[src/rtl/otp_seq_pkg.sv]
package otp_seq_pkg;
  localparam logic [15:0] OFS_CTRL   = 16'h0020;
  localparam logic [15:0] OFS_COUNT  = 16'h0024;
  localparam logic [15:0] OFS_STATUS = 16'h002C;
  localparam logic [15:0] OFS_IRQ    = 16'h0304;
  localparam logic [3:0]  BUF_PAGE   = 4'h1;

  // masked half-word update: upper half of w selects which lower bits change
  function automatic logic [15:0] masked_upd(input logic [15:0] old, input logic [31:0] w);
    return (old & ~w[31:16]) | (w[15:0] & w[31:16]);
  endfunction
endpackage

[src/rtl/seq_regs.sv]
module seq_regs
  import otp_seq_pkg::*;
#(
  parameter int IDX_W = 3
) (
  input  logic             clk,
  input  logic             rst_n,
  input  logic [15:0]      bus_addr,
  input  logic             bus_wr,
  input  logic [31:0]      bus_wdata,
  input  logic             seq_done,
  output logic [7:0]       dev_addr,
  output logic [IDX_W-1:0] cmd_count,
  output logic             start_req,
  output logic             done_q
);
  logic        hit_ctrl, hit_count, hit_irq;
  logic [15:0] ctrl_next, count_next;

  assign hit_ctrl  = bus_wr && (bus_addr == OFS_CTRL);
  assign hit_count = bus_wr && (bus_addr == OFS_COUNT);
  assign hit_irq   = bus_wr && (bus_addr == OFS_IRQ);

  always_comb begin
    ctrl_next  = masked_upd({dev_addr, 8'h00}, bus_wdata);
    count_next = masked_upd(16'(cmd_count), bus_wdata);
  end

  // enable only counts when its mask bit is set too
  assign start_req = hit_ctrl && bus_wdata[16] && bus_wdata[0];

  always_ff @(posedge clk) begin
    if (!rst_n) begin
      dev_addr  <= '0;
      cmd_count <= '0;
      done_q    <= 1'b0;
    end else begin
      if (hit_ctrl)  dev_addr  <= ctrl_next[15:8];
      if (hit_count) cmd_count <= count_next[IDX_W-1:0];
      if (seq_done)                      done_q <= 1'b1;
      else if (hit_irq && bus_wdata[1])  done_q <= 1'b0;
    end
  end
endmodule

[src/rtl/seq_cmd_buf.sv]
module seq_cmd_buf #(
  parameter int DEPTH = 8,
  parameter int CMD_W = 8,
  localparam int IDX_W = $clog2(DEPTH)
) (
  input  logic             clk,
  input  logic             rst_n,
  input  logic             wr_en,
  input  logic [IDX_W-1:0] wr_idx,
  input  logic [CMD_W-1:0] wr_data,
  input  logic [IDX_W-1:0] bus_idx,
  output logic [CMD_W-1:0] bus_q,
  input  logic [IDX_W-1:0] seq_idx,
  output logic [CMD_W-1:0] seq_q
);
  logic [CMD_W-1:0] slot [DEPTH];

  for (genvar g = 0; g < DEPTH; g++) begin : g_slot
    always_ff @(posedge clk) begin
      if (!rst_n)                             slot[g] <= '0;
      else if (wr_en && wr_idx == IDX_W'(g))  slot[g] <= wr_data;
    end
  end

  assign bus_q = slot[bus_idx];
  assign seq_q = slot[seq_idx];
endmodule

[src/rtl/seq_engine.sv]
module seq_engine #(
  parameter int IDX_W = 3
) (
  input  logic             clk,
  input  logic             rst_n,
  input  logic             start_req,
  input  logic [IDX_W-1:0] cmd_count,
  input  logic [7:0]       dev_addr,
  input  logic             cmd_ready,
  output logic             busy,
  output logic [IDX_W-1:0] idx,
  output logic [IDX_W-1:0] last_idx,
  output logic [7:0]       dev_lat,
  output logic             at_last,
  output logic             seq_done
);
  assign at_last  = busy && (idx == last_idx);
  assign seq_done = at_last && cmd_ready;

  always_ff @(posedge clk) begin
    if (!rst_n) begin
      busy     <= 1'b0;
      idx      <= '0;
      last_idx <= '0;
      dev_lat  <= '0;
    end else if (!busy) begin
      if (start_req) begin
        busy     <= 1'b1;
        idx      <= '0;
        last_idx <= cmd_count;   // count and address frozen for the run
        dev_lat  <= dev_addr;
      end
    end else if (cmd_ready) begin
      if (idx == last_idx) busy <= 1'b0;
      else                 idx  <= idx + 1'b1;
    end
  end
endmodule

[src/rtl/otp_cmd_seq.sv]
module otp_cmd_seq
  import otp_seq_pkg::*;
#(
  parameter int DEPTH = 8,
  parameter int CMD_W = 8,
  localparam int IDX_W = $clog2(DEPTH)
) (
  input  logic        clk,
  input  logic        rst_n,
  input  logic [15:0] bus_addr,
  input  logic        bus_wr,
  input  logic [31:0] bus_wdata,
  output logic [31:0] bus_rdata,
  output logic        cmd_valid,
  input  logic        cmd_ready,
  output logic [CMD_W-1:0] cmd_data,
  output logic [7:0]  cmd_dev,
  output logic        cmd_last
);
  logic [7:0]       dev_addr, dev_lat;
  logic [IDX_W-1:0] cmd_count, seq_idx, seq_last, buf_idx;
  logic             start_req, done_q, busy, at_last, seq_done, buf_hit;
  logic [CMD_W-1:0] buf_bus_q, buf_seq_q;

  assign buf_idx = bus_addr[IDX_W+1:2];
  assign buf_hit = (bus_addr[15:12] == BUF_PAGE) &&
                   (bus_addr[11:2] >> IDX_W) == '0 && bus_addr[1:0] == 2'b00;

  seq_regs #(.IDX_W(IDX_W)) u_regs (
    .clk(clk), .rst_n(rst_n), .bus_addr(bus_addr), .bus_wr(bus_wr),
    .bus_wdata(bus_wdata), .seq_done(seq_done), .dev_addr(dev_addr),
    .cmd_count(cmd_count), .start_req(start_req), .done_q(done_q)
  );

  seq_cmd_buf #(.DEPTH(DEPTH), .CMD_W(CMD_W)) u_buf (
    .clk(clk), .rst_n(rst_n), .wr_en(bus_wr && buf_hit), .wr_idx(buf_idx),
    .wr_data(bus_wdata[CMD_W-1:0]), .bus_idx(buf_idx), .bus_q(buf_bus_q),
    .seq_idx(seq_idx), .seq_q(buf_seq_q)
  );

  seq_engine #(.IDX_W(IDX_W)) u_eng (
    .clk(clk), .rst_n(rst_n), .start_req(start_req), .cmd_count(cmd_count),
    .dev_addr(dev_addr), .cmd_ready(cmd_ready), .busy(busy), .idx(seq_idx),
    .last_idx(seq_last), .dev_lat(dev_lat), .at_last(at_last), .seq_done(seq_done)
  );

  assign cmd_valid = busy;
  assign cmd_data  = buf_seq_q;
  assign cmd_dev   = dev_lat;
  assign cmd_last  = at_last;

  always_comb begin
    bus_rdata = '0;
    if (buf_hit) bus_rdata = 32'(buf_bus_q);
    else begin
      case (bus_addr)
        OFS_CTRL:   bus_rdata = {16'h0, dev_addr, 7'h0, busy};
        OFS_COUNT:  bus_rdata = 32'(cmd_count);
        OFS_STATUS: bus_rdata = {31'h0, busy};
        OFS_IRQ:    bus_rdata = {30'h0, done_q, 1'b0};
        default:    bus_rdata = '0;
      endcase
    end
  end
endmodule

[config.mk]
export PLATFORM = sky130hd
export DESIGN_NAME = otp_cmd_seq
export DESIGN_NICKNAME = d
export VERILOG_FILES = /design/src/rtl/otp_seq_pkg.sv /design/src/rtl/seq_regs.sv /design/src/rtl/seq_cmd_buf.sv /design/src/rtl/seq_engine.sv /design/src/rtl/otp_cmd_seq.sv
export SDC_FILE = /design/constraint.sdc
export NUM_CORES = 1
export LEC_CHECK = 0
export ABC_CLOCK_PERIOD_IN_PS = 3500
export BUFFER_PORTS_ARGS = -buffer_cell sky130_fd_sc_hd__buf_2
export CAP_MARGIN = 20
export CORE_AREA = 2 2 99 101
export CTS_BUF_LIST = sky130_fd_sc_hd__clkbuf_8
export CTS_CLUSTER_SIZE = 10
export DETAILED_ROUTE_END_ITERATION = 8
export DIE_AREA = 0 0 101 103
export HOLD_SLACK_MARGIN = 0.15
export PLACE_DENSITY = 0.9
export SLEW_MARGIN = 20
export SYNTH_ARGS = -nofsm -noshare
export SYNTH_HDL_FRONTEND = slang
export SYNTH_SLANG_ARGS = --single-unit
[constraint.sdc]
create_clock -name clk -period 3.5 [get_ports clk]
set_input_delay 0.7 -clock clk [delete_from_list [all_inputs] [get_ports clk]]
set_output_delay 0.7 -clock clk [all_outputs]
set_load 0.02 [all_outputs]
==> qor.txt, run 1 <==
status -> finished, final reports clean
P_leak -> 0.00215 uW
grt total ovfl -> 0
Non-Filler Instances -> 622
Post-synth EDFFs -> 64
die height -> 103 um
vias in the first global route -> 3852
drt pass-1 iters -> 5
row count -> 36
fin. max-slew vios -> 0
worst clock skew -> 12.9 ps
DIE WIDTH -> 101 um
DR vias -> 3836
Mapped Cells -> 431
register area -> 2520 um2
area delta synth->final -> 13.5%
initial antenna violation count -> 0
setup ws final -> 398 ps
post-placement cell count -> 606
number of port buffers -> 80
Nets -> 556
GRT Total Usage -> 26.2%
fin crit period -> 3100 ps
Worst Setup End Kind -> output pin
hpwl dp -> 8990 um
clk sink count -> 94
post-CTS setup buffers -> 0
Initial Utilization -> 52.7%
Critical Path Start Type -> input pin
H-tree levels -> 3
worst-path cell chain -> buf_2 -> or4_2 -> nor4_4 -> nand2_4 -> o22ai_1 -> buf_2
first-pass GRT wire length -> 20000 um
clock buffer depth -> 2
Residual DRC -> 0
clock slew at reported path FFs -> 100 ps
multi-input logic area -> 2290 um2
Ys Warns -> 0
Wirelength per Cell -> 20.7 um
Final period util -> 88.6%
GP Congestion -> 0.829
kind of critical path -> in -> out
dominant synthesized flop cell -> edfxtp_1
CTS tree -> built
Hold Crit Class -> reg -> reg
wirelength, routed -> 12900 um
Crit-path slowest cell -> or4_2
final setup fails -> 0
DRT antenna net count -> 0
Yosys reg bits -> 94
pwr/cell area -> 398 nW/um2
Worst Path Required -> 2800 ps
RSZ-0062 raised after global routing -> no
mean post-synth cell area -> 11.6 um2
Ports -> 102
slew margin rel. -> 33.6%
initial drt markers -> 312
CP most frequent cell -> buf_2
n_diodes -> 0
pin count of the biggest net entering global routing -> 25
pre-CTS setup slack -> 402 ps
Crit path largest cell delay -> 720 ps
Clock Latency Late Sink -> 360 ps
Peak Freq -> 0.322 GHz
post_cts resized -> 0
Die ar. -> 10400 um2
fraction of layout cells with a size suffix above 1 -> 30.9%
Overall Power -> 2250 uW
CTS Hold Bufs -> 0
Hold Fails Final Rpt -> 0
Max-Cap Viols -> 0
post-synthesis sequential area ratio -> 50.6%
post-synthesis cell area -> 4980 um2
core area -> 9460 um2
CTS buffer count -> 9
root buffer cell -> clkbuf_8
maximum VDD drop -> 0.263 mV
worst slew pin tran -> 984 ps
setup TNS -> 0 ps
Synth cell types -> 42
Async S/R FF share, synth -> 0%
CP max FO -> 8
WP data arrival -> 2400 ps
# fillers -> 762
Via-to-Cell Ratio -> 6.17
-- cell usage after synthesis (2+ instances only) --
| cell | n | area (um2) |
|---|---|---|
| a21oi_1 | 11 | 55.1 |
| a41oi_1 | 2 | 17.5 |
| and2_1 | 10 | 62.6 |
| buf_1 | 5 | 18.8 |
| buf_2 | 2 | 10.0 |
| buf_4 | 16 | 120 |
| clkbuf_1 | 20 | 75.1 |
| dfxtp_1 | 30 | 601 |
| edfxtp_1 | 64 | 1920 |
| inv_1 | 2 | 7.51 |
| mux2_2 | 8 | 90.1 |
| mux2i_1 | 19 | 190 |
| mux4_2 | 32 | 721 |
| nand2_1 | 45 | 169 |
| nand2b_1 | 4 | 25.0 |
| nand3_1 | 13 | 65.1 |
| nand3_2 | 6 | 60.1 |
| nand4_1 | 12 | 75.1 |
| nand4_4 | 2 | 42.5 |
| nor2_1 | 75 | 282 |
| nor2b_1 | 2 | 12.5 |
| nor3_1 | 3 | 15.0 |
| nor3b_1 | 3 | 22.5 |
| nor4_1 | 4 | 25.0 |
| o21ai_0 | 13 | 65.1 |
| o22ai_1 | 8 | 50.1 |
| o311ai_0 | 2 | 17.5 |
| xor2_1 | 4 | 35.0 |
-- worst paths after layout --
check	depth (start not counted)	slack, ps	startpoint	to
setup / recovery	6	400	bus_addr[7]	bus_rdata[2]
hold / removal	2	480	u_eng.dev_lat[1]$_SDFFE_PN0P_	u_eng.dev_lat[1]$_SDFFE_PN0P_
setup reg to reg	4	1360	u_eng.idx[2]$_SDFFE_PN0P_	u_eng.idx[1]$_SDFFE_PN0P_
hold reg to reg	2	480	u_eng.dev_lat[1]$_SDFFE_PN0P_	u_eng.dev_lat[1]$_SDFFE_PN0P_
-- power breakdown --
group          internal, uW  switching (uW)
sequential             1220            23.6
clock                   406             390
combinational          83.9             127
-- layer usage --
metal / global-route usage [%] / wire length (um)
met1: 30.4 / 4630
met2: 47.2 / 6730
met3: 5.42 / 1100
met4: 11.7 / 408
met5: 0 / 0
-- cell usage in the layout, fill, tap and decap left out, types with 6 or more instances in the layout --
cell type and n:
buf_2 80, and2_1 10, edfxtp_1 64, o21ai_0 13, dfxtp_1 30, mux4_2 32
nand3_2 6, a21oi_1 11, conb_1 16, nand4_1 12, buf_4 9, nand3_1 13
mux2_2 8, mux2i_1 19, nor2_1 75, o22ai_1 8, nand2_1 45, clkbuf_8 9
-- critical path, delay by kind of cell --
family,cells,cell delay (ps)
AND/OR/NAND/NOR,3,1130
buffers and inverters,2,310
AO/OA/AOI/OAI,1,260
-- metrics by stage --
step           hold slack, ps  instance area (um2)  utilization, %
2_1_floorplan             447                 5040               -
3_3_place_gp              463                 5440            57.5
6_report                  482                 5650            59.8
3_5_place_dp              467                 5440            57.5
4_1_cts                   484                 5650            59.8
5_1_grt                   504                 5650            59.8
-- cells by family (layout without fill, tap and decap cells) --
group | count (synthesis) | count (layout) | share of synthesized area, %
simple gates | 188 | 188 | 19.0
fa+ha+maj | 1 | 1 | 0.251
flops | 94 | 94 | 50.6
xor+xnor | 4 | 4 | 0.703
buf+inv | 45 | 107 | 4.65
other cells | 1 | 16 | 0.0753
compound gates | 39 | 39 | 4.60
mux | 59 | 59 | 20.1
-- cell type report --
class / instances / share of cell area (%)
clock buffers: 9 / 2.19
well taps: 114 / 2.52
inverters: 2 / 0.133
clock inverters: 7 / 1.66
flip-flops and latches: 94 / 44.6
multi-input cells: 307 / 40.6
repair buffers: 89 / 8.28
(Power assumes the default switching activity.)
==> run 2: changes to the inputs <==
--- a/config.mk
+++ b/config.mk
@@ -14,6 +14,7 @@
 export DETAILED_ROUTE_END_ITERATION = 8
 export DIE_AREA = 0 0 101 103
 export HOLD_SLACK_MARGIN = 0.15
+export MAX_ROUTING_LAYER = met4
 export PLACE_DENSITY = 0.9
 export SLEW_MARGIN = 20
 export SYNTH_ARGS = -nofsm -noshare
==> run 2 against run 1 <==
Compared with the run above:
- first-iteration DRC count is 3.8% higher
- final cell count stayed put
- highest routed layer unchanged
- non-clock buffer count stayed put
- setup slack better by 5.7 ps
- clock-buffer cell count stayed put
- clock power hardly changed
- utilization stayed put
- cell area stayed put
==> qor.txt, run 2 (synthesized netlist as in run 1, its figures left out) <==
first-pass GRT wire length -> 20000 um (about the same)
clk sink count -> 94 (unchanged)
wirelength, routed -> 12900 um (about the same)
CP max FO -> 8 (unchanged)
P_leak -> 0.00215 uW (unchanged)
fin crit period -> 3100 ps (about the same)
DRT antenna net count -> 0 (unchanged)
number of port buffers -> 80 (unchanged)
fin. max-slew vios -> 0 (unchanged)
Overall Power -> 2250 uW (about the same)
commonest non-fill, non-tap cell in the layout -> buf_2 (unchanged)
CP most frequent cell -> buf_2 (unchanged)
Ports -> 102 (unchanged)
clock slew at reported path FFs -> 100 ps (about the same)
Wirelength per Cell -> 20.7 um (about the same)
# fillers -> 762 (unchanged)
die height -> 103 um (unchanged)
worst slew pin tran -> 980 ps (was 984 ps)
grt total ovfl -> 0 (unchanged)
initial antenna violation count -> 0 (unchanged)
DIE WIDTH -> 101 um (unchanged)
area delta synth->final -> 13.5% (unchanged)
CTS tree -> built (unchanged)
maximum VDD drop -> 0.264 mV (was 0.263 mV)
pwr/cell area -> 399 nW/um2 (was 398 nW/um2)
final setup fails -> 0 (unchanged)
post_cts resized -> 0 (unchanged)
status -> finished, final reports clean (unchanged)
Hold Crit Start -> u_eng.dev_lat[1]$_SDFFE_PN0P_ (unchanged)
core area -> 9460 um2 (unchanged)
reg2reg start -> u_eng.idx[2]$_SDFFE_PN0P_ (unchanged)
H-tree levels -> 3 (unchanged)
vias in the first global route -> 3877 (was 3852)
Nets -> 556 (unchanged)
row count -> 36 (unchanged)
Worst Setup End Kind -> output pin (unchanged)
most frequent cells in the layout -> buf_2 (80), nor2_1 (75), edfxtp_1 (64) (unchanged)
CTS buffer count -> 9 (unchanged)
Critical Path Start Type -> input pin (unchanged)
Clock Latency Late Sink -> 360 ps (about the same)
post-CTS setup buffers -> 0 (unchanged)
worst-path cell chain -> buf_2 -> or4_2 -> nor4_4 -> nand2_4 -> o221ai_1 -> buf_2 (was buf_2 -> or4_2 -> nor4_4 -> nand2_4 -> o22ai_1 -> buf_2)
GRT Total Usage -> 27.1% (was 26.2%)
n_diodes -> 0 (unchanged)
drt pass-1 iters -> 5 (unchanged)
Hold Fails Final Rpt -> 0 (unchanged)
WP data arrival -> 2400 ps (about the same)
setup TNS -> 0 ps (unchanged)
Crit path largest cell delay -> 720 ps (about the same)
root buffer cell -> clkbuf_8 (unchanged)
fraction of layout cells with a size suffix above 1 -> 30.9% (unchanged)
Max-Cap Viols -> 0 (unchanged)
Worst Path Required -> 2800 ps (about the same)
Via-to-Cell Ratio -> 6.20 (was 6.17)
kind of critical path -> in -> out (unchanged)
Die ar. -> 10400 um2 (unchanged)
hpwl dp -> 8990 um (unchanged)
Crit-path slowest cell -> or4_2 (unchanged)
GP Congestion -> 0.841 (was 0.829)
Residual DRC -> 0 (unchanged)
slew margin rel. -> 33.8% (was 33.6%)
Worst setup startpoint -> bus_addr[7] (unchanged)
CTS Hold Bufs -> 0 (unchanged)
worst clock skew -> 10.9 ps (was 12.9 ps)
Hold Crit Class -> reg -> reg (unchanged)
DR vias -> 3859 (was 3836)
clock buffer depth -> 2 (unchanged)
initial drt markers -> 324 (was 312)
pin count of the biggest net entering global routing -> 25 (unchanged)
Peak Freq -> 0.323 GHz (was 0.322 GHz)
RSZ-0062 raised after global routing -> no (unchanged)
Initial Utilization -> 52.7% (unchanged)
Final period util -> 88.5% (was 88.6%)
-- run 2: cell counts in the layout (fill, tap and decap cells not counted) --
No cell type changed its count.
-- run 2: worst paths after layout --
path,to,slack [ps],depth (start not counted)
worst max register to register,u_eng.idx[1]$_SDFFE_PN0P_,1360,4
worst max-delay path,bus_rdata[1],400,6
worst min register to register,u_eng.dev_lat[1]$_SDFFE_PN0P_,480,2
worst min-delay path,u_eng.dev_lat[1]$_SDFFE_PN0P_,480,2
-- run 2: per-stage QoR --
step           setup WS (ps)  utilization (%)  area (um2)  cells  hold slack (ps)
2_1_floorplan            221                -        5040    446              447
3_3_place_gp             421             57.5        5440    606              463
3_5_place_dp             402             57.5        5440    606              467
4_1_cts                  398             59.8        5650    622              484
5_1_grt                  309             59.8        5650    622              504
6_report                 403             59.8        5650    622              483
-- run 2: layout make-up --
type                       instances  area, um2  share of cell area [%]
clock inverter                     7       93.8                    1.66
sequential                        94       2520                    44.6
tap                              114        143                    2.52
timing repair buffer              89        468                    8.28
clock buffer                       9        124                    2.19
inverter                           2       7.51                   0.133
multi-input combinational        307       2290                    40.6
-- run 2: critical path: cells and delay by family --
| family | cells | cell delay [ps] |
|---|---|---|
| AOI/OAI and AO/OA | 1 | 250 |
| buffers and inverters | 2 | 310 |
| and+or+nand+nor | 3 | 1130 |
-- run 2: routing by layer --
metal | vias to the layer above | wire (um) | global-route usage [%]
li1 | 1711 | - | -
met1 | 1873 | 4660 | 30.7
met2 | 232 | 6630 | 47.3
met3 | 43 | 1170 | 4.95
met4 | 0 | 414 | 11.7
met5 | - | 0 | -
-- run 2: power by group --
part	switching (uW)	internal [uW]	leakage, uW
registers	23.4	1220	0.000849
logic	128	83.9	0.00119
clock network	392	406	0.000116
total	543	1710	0.00215
==> run 3: changes to the inputs <==
--- a/config.mk
+++ b/config.mk
@@ -8,14 +8,14 @@
 export ABC_CLOCK_PERIOD_IN_PS = 3500
 export BUFFER_PORTS_ARGS = -buffer_cell sky130_fd_sc_hd__buf_2
 export CAP_MARGIN = 20
-export CORE_AREA = 2 2 99 101
+export CORE_AREA = 2 2 97 99
 export CTS_BUF_LIST = sky130_fd_sc_hd__clkbuf_8
 export CTS_CLUSTER_SIZE = 10
 export DETAILED_ROUTE_END_ITERATION = 8
-export DIE_AREA = 0 0 101 103
+export DIE_AREA = 0 0 99 101
 export HOLD_SLACK_MARGIN = 0.15
 export MAX_ROUTING_LAYER = met4
-export PLACE_DENSITY = 0.9
+export PLACE_DENSITY = 0.93
 export SLEW_MARGIN = 20
 export SYNTH_ARGS = -nofsm -noshare
 export SYNTH_HDL_FRONTEND = slang
==> run 3 against run 2 <==
Compared with the run above:
- sequential power hardly changed
- register-to-register slack worse by 100 ps
- maximum frequency is 0.90% higher
- combinational power hardly changed
- die area is 3.9% lower
- global-route usage is 0.29 points higher
- sequential cell count stayed put
- utilization is 3.2 points higher
- power is 1.1% higher
- critical endpoint is now bus_rdata[0]
- largest power group unchanged
- highest routed layer unchanged
==> qor.txt, run 3 (synthesized netlist as in run 1, its figures left out) <==
final setup fails -> 0 (unchanged)
fraction of layout cells with a size suffix above 1 -> 31.1% (was 30.9%)
grt total ovfl -> 0 (unchanged)
Hold Crit Class -> reg -> reg (unchanged)
CTS Hold Bufs -> 0 (unchanged)
row count -> 35 (was 36)
buffers and inverters on the worst path -> 2 (unchanged)
Peak Freq -> 0.326 GHz (was 0.323 GHz)
H-tree levels -> 3 (unchanged)
Via-to-Cell Ratio -> 6.25 (was 6.20)
die height -> 101 um (was 103 um)
drt pass-1 iters -> 5 (unchanged)
Metal-1 WL -> 4610 um (was 4660 um)
tightest hold margin -> 488 ps (was 483 ps)
Critical Path Start Type -> input pin (unchanged)
GP Congestion -> 0.845 (was 0.841)
Worst Path Required -> 2800 ps (about the same)
Crit-path slowest cell -> or4_2 (unchanged)
WP data arrival -> 2370 ps (was 2400 ps)
GRT Total Usage -> 27.4% (was 27.1%)
worst clock skew -> 7.14 ps (was 10.9 ps)
RSZ-0062 raised after global routing -> no (unchanged)
hpwl dp -> 8720 um (was 8990 um)
pin count of the biggest net entering global routing -> 25 (unchanged)
kind of critical path -> in -> out (unchanged)
Max Used Layer -> met4 (unchanged)
maximum VDD drop -> 0.252 mV (was 0.264 mV)
Initial Utilization -> 55.5% (was 52.7%)
vias in the first global route -> 3957 (was 3877)
most frequent cells in the layout -> buf_2 (80), nor2_1 (75), edfxtp_1 (64) (unchanged)
met3 WL post-DR -> 1230 um (was 1170 um)
Hold Fails Final Rpt -> 0 (unchanged)
fin. max-slew vios -> 0 (unchanged)
post-route cell area -> 5660 um2 (was 5650 um2)
commonest non-fill, non-tap cell in the layout -> buf_2 (unchanged)
kind of cell adding the most delay to the critical path -> simple AND/OR/NAND/NOR gates (unchanged)
Max-Cap Viols -> 0 (unchanged)
DR vias -> 3871 (was 3859)
post_cts resized -> 0 (unchanged)
post-CTS setup buffers -> 0 (unchanged)
Nets -> 556 (unchanged)
Die ar. -> 10000 um2 (was 10400 um2)
CP most frequent cell -> buf_2 (unchanged)
status -> finished, final reports clean (unchanged)
wirelength, routed -> 12700 um (was 12900 um)
first-pass GRT wire length -> 20100 um (was 20000 um)
CTS buffer count -> 9 (unchanged)
DIE WIDTH -> 99 um (was 101 um)
Crit path largest cell delay -> 720 ps (about the same)
pwr/cell area -> 403 nW/um2 (was 399 nW/um2)
root buffer cell -> clkbuf_8 (unchanged)
Cell Area, Placed -> 5430 um2 (was 5440 um2)
P_leak -> 0.00215 uW (about the same)
initial antenna violation count -> 0 (unchanged)
Worst Setup End Kind -> output pin (unchanged)
setup TNS -> 0 ps (unchanged)
worst-path cell chain -> buf_2 -> or4_2 -> nor4_4 -> nand2_4 -> o22ai_1 -> buf_2 (was buf_2 -> or4_2 -> nor4_4 -> nand2_4 -> o221ai_1 -> buf_2)
DRT antenna net count -> 0 (unchanged)
CP max FO -> 8 (unchanged)
slew margin rel. -> 28.8% (was 33.8%)
Wirelength per Cell -> 20.5 um (was 20.7 um)
fin crit period -> 3070 ps (was 3100 ps)
met2 wire length -> 6550 um (was 6630 um)
number of port buffers -> 80 (unchanged)
Ports -> 102 (unchanged)
area delta synth->final -> 13.6% (was 13.5%)
initial drt markers -> 354 (was 324)
clock buffer depth -> 2 (unchanged)
Residual DRC -> 0 (unchanged)
clk sink count -> 94 (unchanged)
Clock Latency Late Sink -> 380 ps (was 360 ps)
core area -> 8980 um2 (was 9460 um2)
worst slew pin tran -> 1050 ps (was 980 ps)
clock slew at reported path FFs -> 100 ps (about the same)
n_diodes -> 0 (unchanged)
Final period util -> 87.7% (was 88.5%)
CTS tree -> built (unchanged)
[run 3: changes by cell type in the layout (fill, tap and decap cells not counted)]
cell,before,now
inv_1,3,2
inv_8,0,1
[run 3: worst min-delay path, cell delays in order, from the launching register on]
cell and delay, ps:
dfxtp_1 340, nand2_1 60, mux2i_1 50
[run 3: layer usage]
layer / vias to the layer above / track usage [%]
met5: - / -
met2: 260 / 46.8
met3: 24 / 5.41
met1: 1875 / 32.2
met4: 0 / 10.5
li1: 1712 / -
[run 3: per-stage QoR]
stage | utilization [%] | power (uW) | worst slack, ps | std cells
floorplan | - | 1410 | 221 | 446
global placement | 60.5 | 1460 | 453 | 603
detailed placement | 60.5 | 1470 | 375 | 603
CTS | 63.0 | 2280 | 455 | 619
global route | 63.0 | 2350 | 386 | 619
finish | 63.0 | 2280 | 431 | 619
[run 3: path summary, 6_finish.rpt]
check / startpoint / slack (ps) / cells past startpoint / to
setup / recovery: bus_addr[7] / 430 / 6 / bus_rdata[0]
hold / removal: flop / 490 / 2 / flop
setup reg to reg: u_eng.idx[2]$_SDFFE_PN0P_ / 1260 / 4 / u_eng.idx[1]$_SDFFE_PN0P_
hold reg to reg: flop / 490 / 2 / flop
[run 3: power by group]
group / switching (uW) / internal (uW) / leakage, uW / total (uW)
Combinational: 126 / 83.8 / 0.00119 / 210
Sequential: 20.1 / 1220 / 0.000849 / 1240
Clock: 415 / 413 / 0.000117 / 828
[run 3: area by class of cell]
type,instances,area (um2)
fillers,692,3320
flip-flops and latches,94,2520
multi-input cells,307,2290
repair buffers,89,468
well taps,111,139
clock buffers,9,124
clock inverters,7,101
inverters,2,7.51
